==> config.mk <==
export PLATFORM = sky130hd
export DESIGN_NAME = ivt_channel
export DESIGN_NICKNAME = d
export VERILOG_FILES = /design/src/rtl/ivt_pkg.sv /design/src/rtl/ivt_bus_dec.sv /design/src/rtl/ivt_loader.sv /design/src/rtl/ivt_core.sv /design/src/rtl/ivt_readback.sv /design/src/rtl/ivt_channel.sv
export SDC_FILE = /design/constraint.sdc
export NUM_CORES = 1
export LEC_CHECK = 0
export BUFFER_PORTS_ARGS = -buffer_cell sky130_fd_sc_hd__buf_2
export CAP_MARGIN = 40
export CORE_ASPECT_RATIO = 0.8
export CORE_MARGIN = 2
export CORE_UTILIZATION = 40
export CTS_BUF_LIST = sky130_fd_sc_hd__clkbuf_4
export DETAILED_ROUTE_END_ITERATION = 8
export MAX_ROUTING_LAYER = met4
export PLACE_DENSITY_LB_ADDON = 0.2
export SKIP_LAST_GASP = 1
export SLEW_MARGIN = 20
export SYNTH_ARGS = -nofsm -noshare
export SYNTH_HDL_FRONTEND = slang
export SYNTH_HIERARCHICAL = 1
export SYNTH_SLANG_ARGS = --single-unit
export TNS_END_PERCENT = 10
==> constraint.sdc <==
create_clock -name clk -period 1.63 [get_ports clk]
set_clock_uncertainty 0.05 [all_clocks]
set_input_delay 0.2445 -clock clk [delete_from_list [all_inputs] [get_ports clk]]
set_output_delay 0.2445 -clock clk [all_outputs]
set_load 0.05 [all_outputs]
==> src/rtl/ivt_pkg.sv <==
package ivt_pkg;
  typedef enum logic [1:0] {
    ACC_LATCH = 2'b00,
    ACC_LO    = 2'b01,
    ACC_HI    = 2'b10,
    ACC_LOHI  = 2'b11
  } acc_e;
  localparam int ACC_LSB = 4;
endpackage

==> src/rtl/ivt_bus_dec.sv <==
module ivt_bus_dec
  import ivt_pkg::*;
(
  input  logic       wr_en,
  input  logic       rd_en,
  input  logic       addr,
  input  logic [1:0] acc,
  output logic       prog_p,
  output logic       latch_p,
  output logic       dwr_p,
  output logic       drd_p
);
  logic ctl_wr;

  always_comb begin
    ctl_wr  = wr_en && addr;
    prog_p  = ctl_wr && (acc_e'(acc) == ACC_LOHI);
    latch_p = ctl_wr && (acc_e'(acc) == ACC_LATCH);
    dwr_p   = wr_en && !addr;
    drd_p   = rd_en && !addr;
  end
endmodule

==> src/rtl/ivt_loader.sv <==
module ivt_loader #(
  parameter int CNT_W = 16,
  parameter int BUS_W = 8
) (
  input  logic             clk,
  input  logic             rst_n,
  input  logic             prog_p,
  input  logic             dwr_p,
  input  logic [BUS_W-1:0] wdata,
  output logic             load_p,
  output logic             disarm_p,
  output logic [CNT_W-1:0] load_val
);
  localparam int NBYTE = CNT_W / BUS_W;
  localparam int PTR_W = (NBYTE > 1) ? $clog2(NBYTE) : 1;
  localparam logic [PTR_W-1:0] LAST = PTR_W'(NBYTE - 1);

  logic [PTR_W-1:0] wptr_q, wptr_nx;
  logic [CNT_W-1:0] stage_q, stage_nx;
  logic             stage_en;

  always_comb begin
    load_val = {wdata, stage_q[CNT_W-1:BUS_W]};
    load_p   = dwr_p && (wptr_q == LAST);
    disarm_p = dwr_p && (wptr_q != LAST);
    stage_en = dwr_p;
    stage_nx = load_val;
    wptr_nx  = wptr_q;
    if (prog_p)      wptr_nx = '0;
    else if (load_p) wptr_nx = '0;
    else if (dwr_p)  wptr_nx = wptr_q + PTR_W'(1);
  end

  always_ff @(posedge clk or negedge rst_n) begin
    if (!rst_n) begin
      wptr_q  <= '0;
      stage_q <= '0;
    end else begin
      wptr_q <= wptr_nx;
      if (stage_en) stage_q <= stage_nx;
    end
  end
endmodule

==> src/rtl/ivt_core.sv <==
module ivt_core #(
  parameter int CNT_W = 16
) (
  input  logic             clk,
  input  logic             rst_n,
  input  logic             prog_p,
  input  logic             disarm_p,
  input  logic             load_p,
  input  logic [CNT_W-1:0] load_val,
  input  logic             gate,
  output logic [CNT_W-1:0] count,
  output logic             armed,
  output logic             out_tc
);
  localparam logic [CNT_W-1:0] ONE = CNT_W'(1);

  logic [CNT_W-1:0] count_q, count_nx;
  logic             armed_q, armed_nx;
  logic             out_q, out_nx;

  always_comb begin
    count_nx = count_q;
    armed_nx = armed_q;
    out_nx   = out_q;
    if (prog_p || disarm_p) begin
      armed_nx = 1'b0;
      out_nx   = 1'b0;
    end else if (load_p) begin
      count_nx = load_val;
      armed_nx = 1'b1;
      out_nx   = 1'b0;
    end else if (armed_q && gate) begin
      count_nx = count_q - ONE;
      if (count_q == ONE) out_nx = 1'b1;
    end
  end

  always_ff @(posedge clk or negedge rst_n) begin
    if (!rst_n) begin
      count_q <= '0;
      armed_q <= 1'b0;
      out_q   <= 1'b0;
    end else begin
      count_q <= count_nx;
      armed_q <= armed_nx;
      out_q   <= out_nx;
    end
  end

  assign count  = count_q;
  assign armed  = armed_q;
  assign out_tc = out_q;
endmodule

==> src/rtl/ivt_readback.sv <==
module ivt_readback #(
  parameter int CNT_W = 16,
  parameter int BUS_W = 8
) (
  input  logic             clk,
  input  logic             rst_n,
  input  logic             prog_p,
  input  logic             latch_p,
  input  logic             drd_p,
  input  logic             sel_ctl,
  input  logic [CNT_W-1:0] count,
  output logic             latched,
  output logic [CNT_W-1:0] lval,
  output logic [BUS_W-1:0] rdata
);
  localparam int NBYTE = CNT_W / BUS_W;
  localparam int PTR_W = (NBYTE > 1) ? $clog2(NBYTE) : 1;
  localparam logic [PTR_W-1:0] LAST = PTR_W'(NBYTE - 1);

  logic             held_q, held_nx;
  logic [CNT_W-1:0] lval_q;
  logic             cap_en;
  logic [PTR_W-1:0] rptr_q, rptr_nx;
  logic [CNT_W-1:0] src;
  int               sel;

  always_comb begin
    cap_en  = latch_p && !held_q;
    held_nx = held_q;
    rptr_nx = rptr_q;
    if (prog_p) begin
      rptr_nx = '0;
    end else if (cap_en) begin
      held_nx = 1'b1;
      rptr_nx = '0;
    end else if (drd_p) begin
      rptr_nx = (rptr_q == LAST) ? '0 : rptr_q + PTR_W'(1);
      if (rptr_q == LAST) held_nx = 1'b0;
    end
  end

  always_comb begin
    src   = held_q ? lval_q : count;
    sel   = int'(rptr_q) * BUS_W;
    rdata = sel_ctl ? '0 : src[sel +: BUS_W];
  end

  always_ff @(posedge clk or negedge rst_n) begin
    if (!rst_n) begin
      held_q <= 1'b0;
      lval_q <= '0;
      rptr_q <= '0;
    end else begin
      held_q <= held_nx;
      rptr_q <= rptr_nx;
      if (cap_en) lval_q <= count;
    end
  end

  assign latched = held_q;
  assign lval    = lval_q;
endmodule

==> src/rtl/ivt_channel.sv <==
module ivt_channel
  import ivt_pkg::*;
#(
  parameter int CNT_W = 16,
  parameter int BUS_W = 8
) (
  input  logic             clk,
  input  logic             arst_n,
  input  logic             wr_en,
  input  logic             rd_en,
  input  logic             addr,
  input  logic [BUS_W-1:0] wdata,
  input  logic             gate,
  output logic [BUS_W-1:0] rdata,
  output logic             out_tc
);
  logic [1:0]       rst_sync_q;
  logic             rst_n_s;
  logic             prog_p, latch_p, dwr_p, drd_p;
  logic             load_p, disarm_p;
  logic [CNT_W-1:0] load_val, count, lval;
  logic             armed, latched;

  always_ff @(posedge clk or negedge arst_n) begin
    if (!arst_n) rst_sync_q <= 2'b00;
    else         rst_sync_q <= {rst_sync_q[0], 1'b1};
  end
  assign rst_n_s = rst_sync_q[1];

  ivt_bus_dec u_dec (
    .wr_en(wr_en), .rd_en(rd_en), .addr(addr),
    .acc(wdata[ACC_LSB +: 2]),
    .prog_p(prog_p), .latch_p(latch_p), .dwr_p(dwr_p), .drd_p(drd_p)
  );

  ivt_loader #(.CNT_W(CNT_W), .BUS_W(BUS_W)) u_load (
    .clk(clk), .rst_n(rst_n_s), .prog_p(prog_p), .dwr_p(dwr_p),
    .wdata(wdata), .load_p(load_p), .disarm_p(disarm_p), .load_val(load_val)
  );

  ivt_core #(.CNT_W(CNT_W)) u_core (
    .clk(clk), .rst_n(rst_n_s), .prog_p(prog_p), .disarm_p(disarm_p),
    .load_p(load_p), .load_val(load_val), .gate(gate),
    .count(count), .armed(armed), .out_tc(out_tc)
  );

  ivt_readback #(.CNT_W(CNT_W), .BUS_W(BUS_W)) u_rb (
    .clk(clk), .rst_n(rst_n_s), .prog_p(prog_p), .latch_p(latch_p),
    .drd_p(drd_p), .sel_ctl(addr), .count(count),
    .latched(latched), .lval(lval), .rdata(rdata)
  );
endmodule

==> flow_summary_export.csv <==
group,metric,value,unit
routing,antenna_left,0,
pwr,fin_total_pwr,5.88,mW
synth,synth.distinct_cells,53,
setup_path,cp-end-kind,"register",
layout,register_area,1180,sq um
pwr,peakVddDrop,0.656,mV
pwr,power_density,1700,nW/um^2
die,io_pins,23,
routing,wirelength,6540,um
die,die_area,7520,sq um
setup_path,critPathKind,"register to register",
layout,nFillCells,582,
die,num_rows,26,
synth,synth-seq-cells,47,
timing,timing.setup.tns,-3.09,ns
synth,synth-main-ff-cell,"dfrtp_1",
routing,initialDrtViolationCount,145,
timing,hold_ws,0.0858,ns
synth,synth_common_cells,"47 x dfrtp_1, 18 x mux2i_1, 16 x mux2_4, 16 x nor2_1, 9 x buf_4",
clocking,numClockSinks,47,
setup_path,reg2reg_from,"u_core/count[1]$_DFFE_PN0P_",
synth,yosysMostFrequentCell,"dfrtp_1",
timing,fin_ws,-0.238,ns
synth,avgSynthCellArea,11.3,sq um
synth,synth_fp_nets,259,
timing,slew_viol_final,0,
timing,period_needed,1.87,ns
outcome,violations,"negative setup slack",
setup_path,critPathArrivalTime,2.07,ns
routing,vias_per_cell,5.35,
synth,async_flop_share,100,%
grt,grt_pass1_vias,2008,
setup_path,worstReg2RegEnd,"u_core/count[11]$_DFFE_PN0P_",
die,die_h,78.0,um
setup_path,cp-startpoint,"u_core/count[1]$_DFFE_PN0P_",
die,die_w,96.5,um
timing,setup_viol,21,
layout,area_growth,26.4,%
layout,multi_input_area,1470,sq um
placed_design,postPlaceCellArea,3200,sq um
timing,fmax,0.535,GHz
grt,grt_max_degree,33,
routing,num_vias,2060,
layout,final_area,3460,sq um
hold_path,hp-class,"input port to register",
placed_design,io_buffer_count,22,
timing,finalCritPeriodShare,115,%
routing,dr.pass1.iters,4,
pwr,leakage,1.57,nW
placed_design,hpwlAfterDp,4780,um
clocking,cts-buffers-inserted,5,
setup_path,crit_end,"u_core/count[11]$_DFFE_PN0P_",
clocking,clock_latency,0.36,ns
timing,finalHoldViolations,0,
timing,rsz0062_at_grt,"yes",
flow_run,drv_cap,0,
clocking,cts_buffer_depth,2,
grt,antenna_found_initial,0,
setup_path,worst-path-max-fanout,5,
synth,synth_top_cell_by_area,"dfrtp_1",
setup_path,start_kind,"register",
synth,synthTopCellsByArea,"dfrtp_1 43%, mux2_4 8.8%, mux2i_1 6.6%",
synth,synth_edf_count,0,
layout,final-instance-count-excl-fill,385,
synth,synthCells,243,
grt,grt_util_all_layers,18.9,%
synth,synth_warnings,6,
setup_path,crit_required,1.83,ns
grt,overflow,0,
die,fp.coreArea,6510,sq um
placed_design,dp_slack,-0.234,ns
die,start_util,42.1,%
synth,synth_top_area_share,43.0,%
clocking,cts-root-buf,"clkbuf_4",
clocking,clkTransAtPathRegs,0.13,ns
layout,fin_nets,317,
layout,utilization,53.2,%
routing,drc_errors,0,
clocking,htree_levels,2,
clocking,cts_tree,"built",
placed_design,place.gp.congestion,0.823,
layout,diodes,0,
synth,syn_area,2740,sq um
setup_path,ff2ff_setup_slack,-0.24,ns
setup_path,reg2reg_depth,6,
placed_design,dp_cells,372,
outcome,status,"finished with violations",
grt,grt_pass1_wl,10600,um
routing,wire_per_inst,17.0,um
synth,yosysSeqAreaShare,43.0,%
layout,drive_above_1_share,47.2,%
[cell usage in the layout (no fill, tap or decap), types with 5 or more instances in the layout]
master / synthesis / final
buf_6: 4 / 8
nand2_1: 6 / 6
clkbuf_4: 0 / 5
mux2_4: 16 / 16
buf_2: 2 / 14
o21ai_1: 8 / 7
nor3_1: 6 / 5
dfrtp_1: 47 / 46
buf_4: 9 / 49
mux2_2: 8 / 8
nor2_1: 16 / 14
a21oi_1: 6 / 5
nand3_1: 7 / 7
o22ai_2: 0 / 5
mux2i_1: 18 / 14
[cell type report]
class,count,area share (%)
Clock buffer,5,1.09
Sequential cell,47,34.0
Multi-Input combinational cell,167,42.4
Tap cell,84,3.04
Inverter,4,0.434
Clock inverter,2,1.09
Timing Repair Buffer,76,17.9
[registers in the layout, summed over array words and instances (netlist names)]
register	count
u_core/out_tc	1
u_rb/latched	1
u_load/stage_q	8
u_rb/lval	16
u_core/count	16
rst_sync_q	2
u_load/wptr_q	1
u_rb/rptr_q	1
u_core/armed	1
[worst max-delay path, cell delays in order, from the launching register on]
cell and delay [ns]:
dfrtp_1 0.42, buf_6 0.13, or4_4 0.60, nor3_4 0.20, buf_4 0.14, nand4b_1 0.09, o311a_1 0.13
[how the worst min path moves through the flow]
stage | from | to | slack (ns) | cells past startpoint
finish | wdata[7] | u_load/stage_q[15]$_DFFE_PN0P_ | 0.09 | 2
global route | wdata[6] | u_load/stage_q[14]$_DFFE_PN0P_ | 0.07 | 2
CTS | wdata[7] | u_load/stage_q[15]$_DFFE_PN0P_ | 0.07 | 2
detailed placement | arst_n | rst_sync_q[0]$_DFF_PN0_ | -0.02 | 1
global placement | arst_n | rst_sync_q[0]$_DFF_PN0_ | -0.02 | 1
floorplan | arst_n | rst_sync_q[0]$_DFF_PN0_ | -0.10 | 0
[layer usage]
layer	vias to the layer above	track usage (%)	part of all wire, %	routed length (um)
met2	44	24.7	42	2760
met3	4	3.59	5.2	340
li1	1015	-	-	-
met4	0	3.52	0.52	34
met1	997	30.3	52	3400
met5	-	-	0	0
[what timing repair did]
action                                 4_1_cts  5_1_grt
setup endpoints to repair                   22       24
gates resized for setup                     18       16
buffers inserted                             3        2
pin swaps                                    2        4
hold buffers                                 1        0
endpoints found under the hold margin        2        0
cloned                                       0        0
[report_power, final]
group          leakage [nW]  internal [mW]  switching [mW]
logic                 0.967           1.69            1.74
clock network        0.0373          0.315           0.373
registers             0.567           1.52           0.236
total                  1.57           3.53            2.35
[cells by family (layout without fill, tap and decap cells)]
logic type      Yosys count  count (layout)  share of synthesized area, %
xor+xnor                  2               2                         0.640
fa+ha+maj                 2               2                         0.914
buf+inv                  29              87                          7.59
other cells               1               1                         0.137
compound gates           44              44                          11.2
mux                      42              42                          18.7
simple gates             76              76                          17.9
flops                    47              47                          43.0
Power figures use the tool's default switching activity.
